[config.mk]
export PLATFORM = sky130hd
export DESIGN_NAME = tmr_irq_unit
export DESIGN_NICKNAME = d
export VERILOG_FILES = /design/src/rtl/tmr_irq_unit.sv
export SDC_FILE = /design/constraint.sdc
export NUM_CORES = 1
export LEC_CHECK = 0
export ABC_AREA = 1
export CAP_MARGIN = 5
export CORE_MARGIN = 4
export CORE_UTILIZATION = 38
export CTS_BUF_LIST = sky130_fd_sc_hd__clkbuf_4
export CTS_CLUSTER_SIZE = 10
export DETAILED_ROUTE_END_ITERATION = 8
export PLACE_DENSITY_LB_ADDON = 0.12
export SETUP_SLACK_MARGIN = 0.2
export SKIP_CTS_REPAIR_TIMING = 1
export SLEW_MARGIN = 20
export SYNTH_ARGS = -nofsm -noshare
export SYNTH_HDL_FRONTEND = slang
export SYNTH_SLANG_ARGS = --single-unit
export TNS_END_PERCENT = 20
[constraint.sdc]
create_clock -name clk -period 1.4 [get_ports clk]
set_input_delay 0.28 -clock clk [delete_from_list [all_inputs] [get_ports clk]]
set_output_delay 0.28 -clock clk [all_outputs]
set_load 0.01 [all_outputs]
[src/rtl/tmr_irq_unit.sv]
module tmr_irq_unit #(
  parameter int PRESC_W = 32,
  parameter int N_PER   = 2,
  parameter int N_ALM   = 2,
  localparam int SEL_W  = $clog2(PRESC_W),
  localparam int ALM_LO = 1 + N_PER,
  localparam int CRDY   = ALM_LO + N_ALM,
  localparam int SRDY   = CRDY + 1,
  localparam int NSRC   = SRDY + 1
) (
  input  logic                   clk,
  input  logic                   rst_n,
  input  logic                   ovf_evt,
  input  logic [N_ALM-1:0]       alm_evt,
  input  logic [PRESC_W-1:0]     presc_val,
  input  logic [N_PER*SEL_W-1:0] per_sel,
  input  logic                   clk_busy,
  input  logic                   sync_busy,
  input  logic [NSRC-1:0]        mask_set,
  input  logic [NSRC-1:0]        mask_clr,
  input  logic [NSRC-1:0]        stat_clr,
  output logic [NSRC-1:0]        status,
  output logic [NSRC-1:0]        mask,
  output logic [NSRC-1:0]        req,
  output logic                   irq
);

  logic [N_PER-1:0] tap_now, tap_prev, per_hit;
  logic             cb_prev, sb_prev;
  logic [NSRC-1:0]  set_vec, status_q, mask_q;
  logic             irq_q;

  for (genvar g = 0; g < N_PER; g++) begin : g_tap
    assign tap_now[g] = presc_val[per_sel[g*SEL_W +: SEL_W]];
  end

  assign per_hit = tap_now & ~tap_prev;
  assign set_vec = {~sync_busy & sb_prev, ~clk_busy & cb_prev, alm_evt, per_hit, ovf_evt};

  always_ff @(posedge clk) begin
    if (!rst_n) begin
      tap_prev <= '1;
      cb_prev  <= 1'b0;
      sb_prev  <= 1'b0;
      status_q <= '0;
      mask_q   <= '0;
      irq_q    <= 1'b0;
    end else begin
      tap_prev <= tap_now;
      cb_prev  <= clk_busy;
      sb_prev  <= sync_busy;
      status_q <= (status_q & ~stat_clr) | set_vec;
      mask_q   <= (mask_q & ~mask_clr) | mask_set;
      irq_q    <= |(status_q & mask_q);
    end
  end

  assign status = status_q;
  assign mask   = mask_q;
  assign req    = status_q & mask_q;
  assign irq    = irq_q;

  TIU_OVF_SETS: assert property (@(posedge clk) disable iff (!rst_n)
    ovf_evt |=> status[0]);
  TIU_ALM_SETS: assert property (@(posedge clk) disable iff (!rst_n)
    |alm_evt |=> ((status[CRDY-1:ALM_LO] & $past(alm_evt)) == $past(alm_evt)));
  TIU_STAT_STICKY: assert property (@(posedge clk) disable iff (!rst_n)
    1'b1 |=> ((($past(status) & ~$past(stat_clr)) & ~status) == '0));
  TIU_MASK_SET: assert property (@(posedge clk) disable iff (!rst_n)
    |mask_set |=> (($past(mask_set) & ~mask) == '0));
  TIU_MASK_CLR: assert property (@(posedge clk) disable iff (!rst_n)
    |mask_clr |=> (($past(mask_clr & ~mask_set) & mask) == '0));
  TIU_REQ_MASKED: assert property (@(posedge clk) disable iff (!rst_n)
    (req & ~mask) == '0);
  TIU_IRQ_RISE: assert property (@(posedge clk) disable iff (!rst_n)
    |req |=> irq);
  TIU_IRQ_QUIET: assert property (@(posedge clk) disable iff (!rst_n)
    !(|req) |=> !irq);

endmodule

==> out/qor.yml, run 1 <==
yosys-top-cells-count: "nand2_1 (94), nand3_1 (48), inv_1 (36)"
overflow: 0
synth_area_leaders: "dfxtp_1 (26%), nand2_1 (24%), nand3_1 (16%), inv_1 (9.2%), nor2_1 (4.6%)"
clock_skew_ns: 0.00928
yosysTopAreaCell: "dfxtp_1"
drt-initial-drc-count: 91
clk_path_buf_depth: 2
maxSlewViolCount: 0
antenna_found_initial: 0
postLayoutCellArea_mm2: 0.00257
area_delta_synth_final_pct: 75.1
insertion_delay_ns: 0.30
vias_per_cell: 4.61
period_needed_ns: 1.18
fmax_ghz: 0.849
placed_cell_area_mm2: 0.00244
leakagePower_nw: 1.60
clk_pin_slew_ns: 0.11
p_clk_share_pct: 19.0
gp_congestion: 0.941
drt-total-wl_um: 4610
powerDensity_mw_per_mm2: 569
rows: 22
max_stage_delay_ns: 0.36
core_area_mm2: 0.00369
tightest_slew_ns: 0.348
worst_hold_path_type: "flip-flop to flip-flop"
rsz0062_at_grt: "yes"
cp.required_ns: 1.12
drive_above_1_share_pct: 16.9
cts_buffers: 3
fin_crit_sh_pct: 84.1
grt_pass1_vias: 1661
die_h_um: 70.1
synth_edf_count: 0
p_comb_share_pct: 39.7
initial_utilization_pct: 39.7
synthDistinctLibCells: 19
grt_max_degree: 18
postSynthCellCount: 248
slew_headroom_pct: 76.8
slowest_stage: "dfxtp_2"
crit_path_cell_trace: "nand2_1 -> inv_1 -> buf_2"
setup_viol: 0
dieArea_mm2: 0.00491
syn-cell-area_mm2: 0.00147
p_int_mw: 1.02
drc: 0
worstSetupStartpointType: "flip-flop"
root_buffer: "clkbuf_4"
routed-via-count: 1806
tritoncts: "yes"
p_sw_mw: 0.444
dp_hpwl_um: 3890
yosysSeqAreaShare_pct: 26.0
cp.arrival_ns: 0.90
drtAntennaViolNets: 0
synth_top_area_share_pct: 26.0
path_class: "flip-flop to primary output"
io_pins: 92
cts_sinks: 19
ir_drop_v: 0.000408
die_w_um: 70.1
h-tree-depth: 1
grt_first_pass_wirelength_um: 7500
p_seq_share_pct: 41.3
ys.flop_type: "dfxtp_1"
cp_max_fo: 3
ys_seq_elements: 19
routedWlPerCell_um: 11.8
async_reset_ff_share_pct: 0
drv_cap: 0
num_antenna_cells: 0
nets: 415
ys.warnings.count: 0
outcome: "complete, no violations"
swShare_pct: 30.4
post-synth-top-count-cell: "nand2_1"
synth_area_per_cell_um2: 5.91
hold_viol: 0
tns_ns: 0
drt-pass1-iter-count: 4
fillers: 327
syn_nets: 318
grt_use_total_pct: 18.3
place.port_buffers: 91
critPathCaptureType: "primary output"
[cell families after synthesis]
group / count (synthesis) / synth area share [%]
AOI/OAI and AO/OA: 12 / 5.04
buffers and inverters: 49 / 19.0
DFF: 19 / 26.0
and+or+nand+nor: 168 / 50.0
[registers in the layout, indices dropped and copies added (netlist names)]
signal	count
status	7
mask	7
tap_prev	2
sb_prev	1
cb_prev	1
irq	1
[placed cells by master, fill, tap and decap left out, types with 4 or more instances in the layout]
cell,instances
nor2_1,18
a21oi_1,7
nand2_2,5
nand3_1,48
nand3_2,6
dlymetal6s2s_1,34
nand2_1,90
dfxtp_1,5
clkdlybuf4s50_1,50
inv_2,8
buf_4,7
inv_1,30
dfxtp_2,14
buf_6,4
[power groups by stage]
| stage | Clock [mW] | Sequential, mW | Combinational, mW |
|---|---|---|---|
| after floorplan | 0 | 0.620 | 0.254 |
| after global placement | 0 | 0.608 | 0.589 |
| after detailed placement | 0 | 0.610 | 0.595 |
| after CTS | 0.292 | 0.597 | 0.597 |
| after global routing | 0.308 | 0.608 | 0.642 |
| final | 0.278 | 0.603 | 0.580 |
[worst paths after layout]
path	end	cells past startpoint	slack, ns	startpoint
max	req[0]	3	0.22	mask[0]
min	status[1]	3	0.48	tap_prev[0]
max reg2reg	irq	4	0.31	status[6]
min reg2reg	status[1]	3	0.48	tap_prev[0]
[metrics by stage]
stage	instances	hold WS (ns)	utilization, %	power, mW	worst slack [ns]
detailed placement	388	0.489	66.0	1.20	-0.342
CTS	392	0.496	66.8	1.49	-0.276
floorplan	248	0.349	-	0.874	0.256
finish	392	0.484	69.6	1.46	0.222
global placement	388	0.480	66.0	1.20	-0.306
global route	392	0.519	69.6	1.56	0.168
[per-layer routing]
metal  wire [um]  track usage, %  share of wire (%)  up-vias
li1            -               -                  -      966
met1        1900            23.0                 41      765
met2        2270            31.4                 49       69
met3         374            4.60                8.1        6
met4          63            3.83                1.4        0
met5           0               0                  0        -
[final cells by class]
cell class / instances / area [um^2] / share of cell area, %
Multi-Input combinational cell: 180 / 817 / 31.8
Timing Repair Buffer: 101 / 1100 / 42.8
Inverter: 40 / 165 / 6.44
Clock buffer: 3 / 22.5 / 0.878
Sequential cell: 19 / 398 / 15.5
Tap cell: 48 / 60.1 / 2.34
Clock inverter: 1 / 5.00 / 0.195
[worst max-delay path, delay by kind of cell, from the launching register on]
kind | cells | cell delay (ns)
buffers and inverters | 2 | 0.20
AND/OR/NAND/NOR | 1 | 0.05
flip-flops | 1 | 0.36
(Power assumes the default switching activity.)
==> run 2, diff against run 1 <==
--- a/config.mk
+++ b/config.mk
@@ -8,7 +8,7 @@
 export ABC_AREA = 1
 export CAP_MARGIN = 5
 export CORE_MARGIN = 4
-export CORE_UTILIZATION = 38
+export CORE_UTILIZATION = 34
 export CTS_BUF_LIST = sky130_fd_sc_hd__clkbuf_4
 export CTS_CLUSTER_SIZE = 10
 export DETAILED_ROUTE_END_ITERATION = 8
==> constraint.sdc (replaced) <==
create_clock -name clk -period 1 [get_ports clk]
set_input_delay 0.2 -clock clk [delete_from_list [all_inputs] [get_ports clk]]
set_output_delay 0.2 -clock clk [all_outputs]
set_load 0.01 [all_outputs]
==> run 2 against run 1 <==
Effect of this change: the flow now finishes with violations (setup timing); via count increased by 4.3%; critical path type unchanged; total power increased by 44%; sequential share of layout area decreased by 0.61 points; clock power increased by 42%; core utilization decreased by 4.2 points; hold slack got worse by 0.026 ns; die area increased by 10%.
==> out/qor.yml, run 2 (synthesized netlist as in run 1, its figures left out) <==
drv_cap: 0
cp.required_ns: 0.80
clk_pin_slew_ns: 0.12
drc: 0
r2r-start: "status[0]"
drtAntennaViolNets: 0
dieArea_mm2: 0.00542
cp.arrival_ns: 0.92
area_delta_synth_final_pct: 82.3
routed-via-count: 1884
worst_hold_path_type: "primary input to flip-flop"
rows: 23
insertion_delay_ns: 0.30
worst_slack_ns: -0.123
powerDensity_mw_per_mm2: 786
tightest_slew_ns: 0.229
p_int_mw: 1.45
period_needed_ns: 1.12
core_area_mm2: 0.00409
routedWlPerCell_um: 12.3
r2r_end: "irq"
p_comb_share_pct: 40.7
antenna_found_initial: 0
grt_first_pass_wirelength_um: 7300
grt_pass1_vias: 1632
h-tree-depth: 1
final_common_cell: "nand2_1"
tritoncts: "yes"
hold-path-cell-count: 3
vias_per_cell: 4.63
clock_skew_ns: 0.00719
die_w_um: 73.6
cp_max_fo: 3
final_cell_mix: "nand2_1 (90), nand3_1 (48), clkdlybuf4s50_1 (42)"
hold_viol: 0
min_from: "clk_busy"
hold_end: "cb_prev"
io_pins: 92
drt-pass1-iter-count: 4
p_sw_mw: 0.647
swShare_pct: 30.8
gp_congestion: 0.918
overflow: 0
nets: 428
p_clk_share_pct: 18.9
num_antenna_cells: 0
drt-total-wl_um: 5010
grt_max_degree: 18
ir_drop_v: 0.000504
rsz0062_at_grt: "yes"
finalPower_mw: 2.10
p_seq_share_pct: 40.5
preCtsSetupSlack_ns: -0.620
leakagePower_nw: 1.56
die_h_um: 73.6
fin_crit_sh_pct: 112
r2r_slack_ns: -0.09
drive_above_1_share_pct: 25.2
place.port_buffers: 91
path_class: "flip-flop to primary output"
cts_sinks: 19
grt_use_total_pct: 17.0
cts_buffers: 3
outcome: "finished with violations"
root_buffer: "clkbuf_4"
maxSlewViolCount: 0
fmax_ghz: 0.890
clk_path_buf_depth: 2
dp_hpwl_um: 3970
violations: "setup timing"
tns_ns: -0.963
worstSetupStartpointType: "flip-flop"
drt-initial-drc-count: 101
initial_utilization_pct: 35.9
ff2ff_path_depth: 5
startpoint: "status[2]"
slew_headroom_pct: 84.6
critPathCaptureType: "primary output"
setup_viol: 14
-- run 2: power groups by stage --
| stage | logic, mW | registers (mW) | clock network, mW |
|---|---|---|---|
| floorplan | 0.364 | 0.868 | 0 |
| global placement | 0.839 | 0.851 | 0 |
| detailed placement | 0.844 | 0.853 | 0 |
| CTS | 0.847 | 0.835 | 0.419 |
| global route | 0.939 | 0.857 | 0.438 |
| finish | 0.853 | 0.849 | 0.396 |
-- run 2: per-layer routing --
layer,GRT usage [%],vias up,wire length (um)
li1,-,990,-
met1,22.0,818,2040
met2,28.9,72,2510
met3,3.42,4,402
met4,3.62,0,53
met5,0,-,0
-- run 2: how the worst max path moves through the flow --
stage,to,cells after the start
after floorplan,status[1],10
after global placement,status[1],11
after detailed placement,status[1],11
after CTS,req[2],3
after global routing,irq,5
final,req[2],3
-- run 2: layout make-up --
| cell class | instances | area, um^2 |
|---|---|---|
| Multi-Input combinational cell | 180 | 842 |
| Fill cell | 377 | 1420 |
| Sequential cell | 19 | 398 |
| Inverter | 40 | 165 |
| Clock inverter | 1 | 5.00 |
| Clock buffer | 3 | 22.5 |
| Timing Repair Buffer | 114 | 1180 |
| Tap cell | 50 | 62.6 |
-- run 2: worst max-delay path: stages (launching register included) --
cell,delay [ns]
dfxtp_2,0.37
nand2_1,0.08
inv_2,0.07
buf_6,0.10
-- run 2: stage by stage --
stage / instances / util (%) / hold WS, ns / cell area, um^2
floorplan: 248 / - / 0.269 / 1480
global placement: 400 / 61.2 / 0.480 / 2500
detailed placement: 400 / 61.2 / 0.489 / 2500
CTS: 404 / 61.9 / 0.440 / 2530
global route: 407 / 65.4 / 0.455 / 2670
finish: 407 / 65.4 / 0.457 / 2670
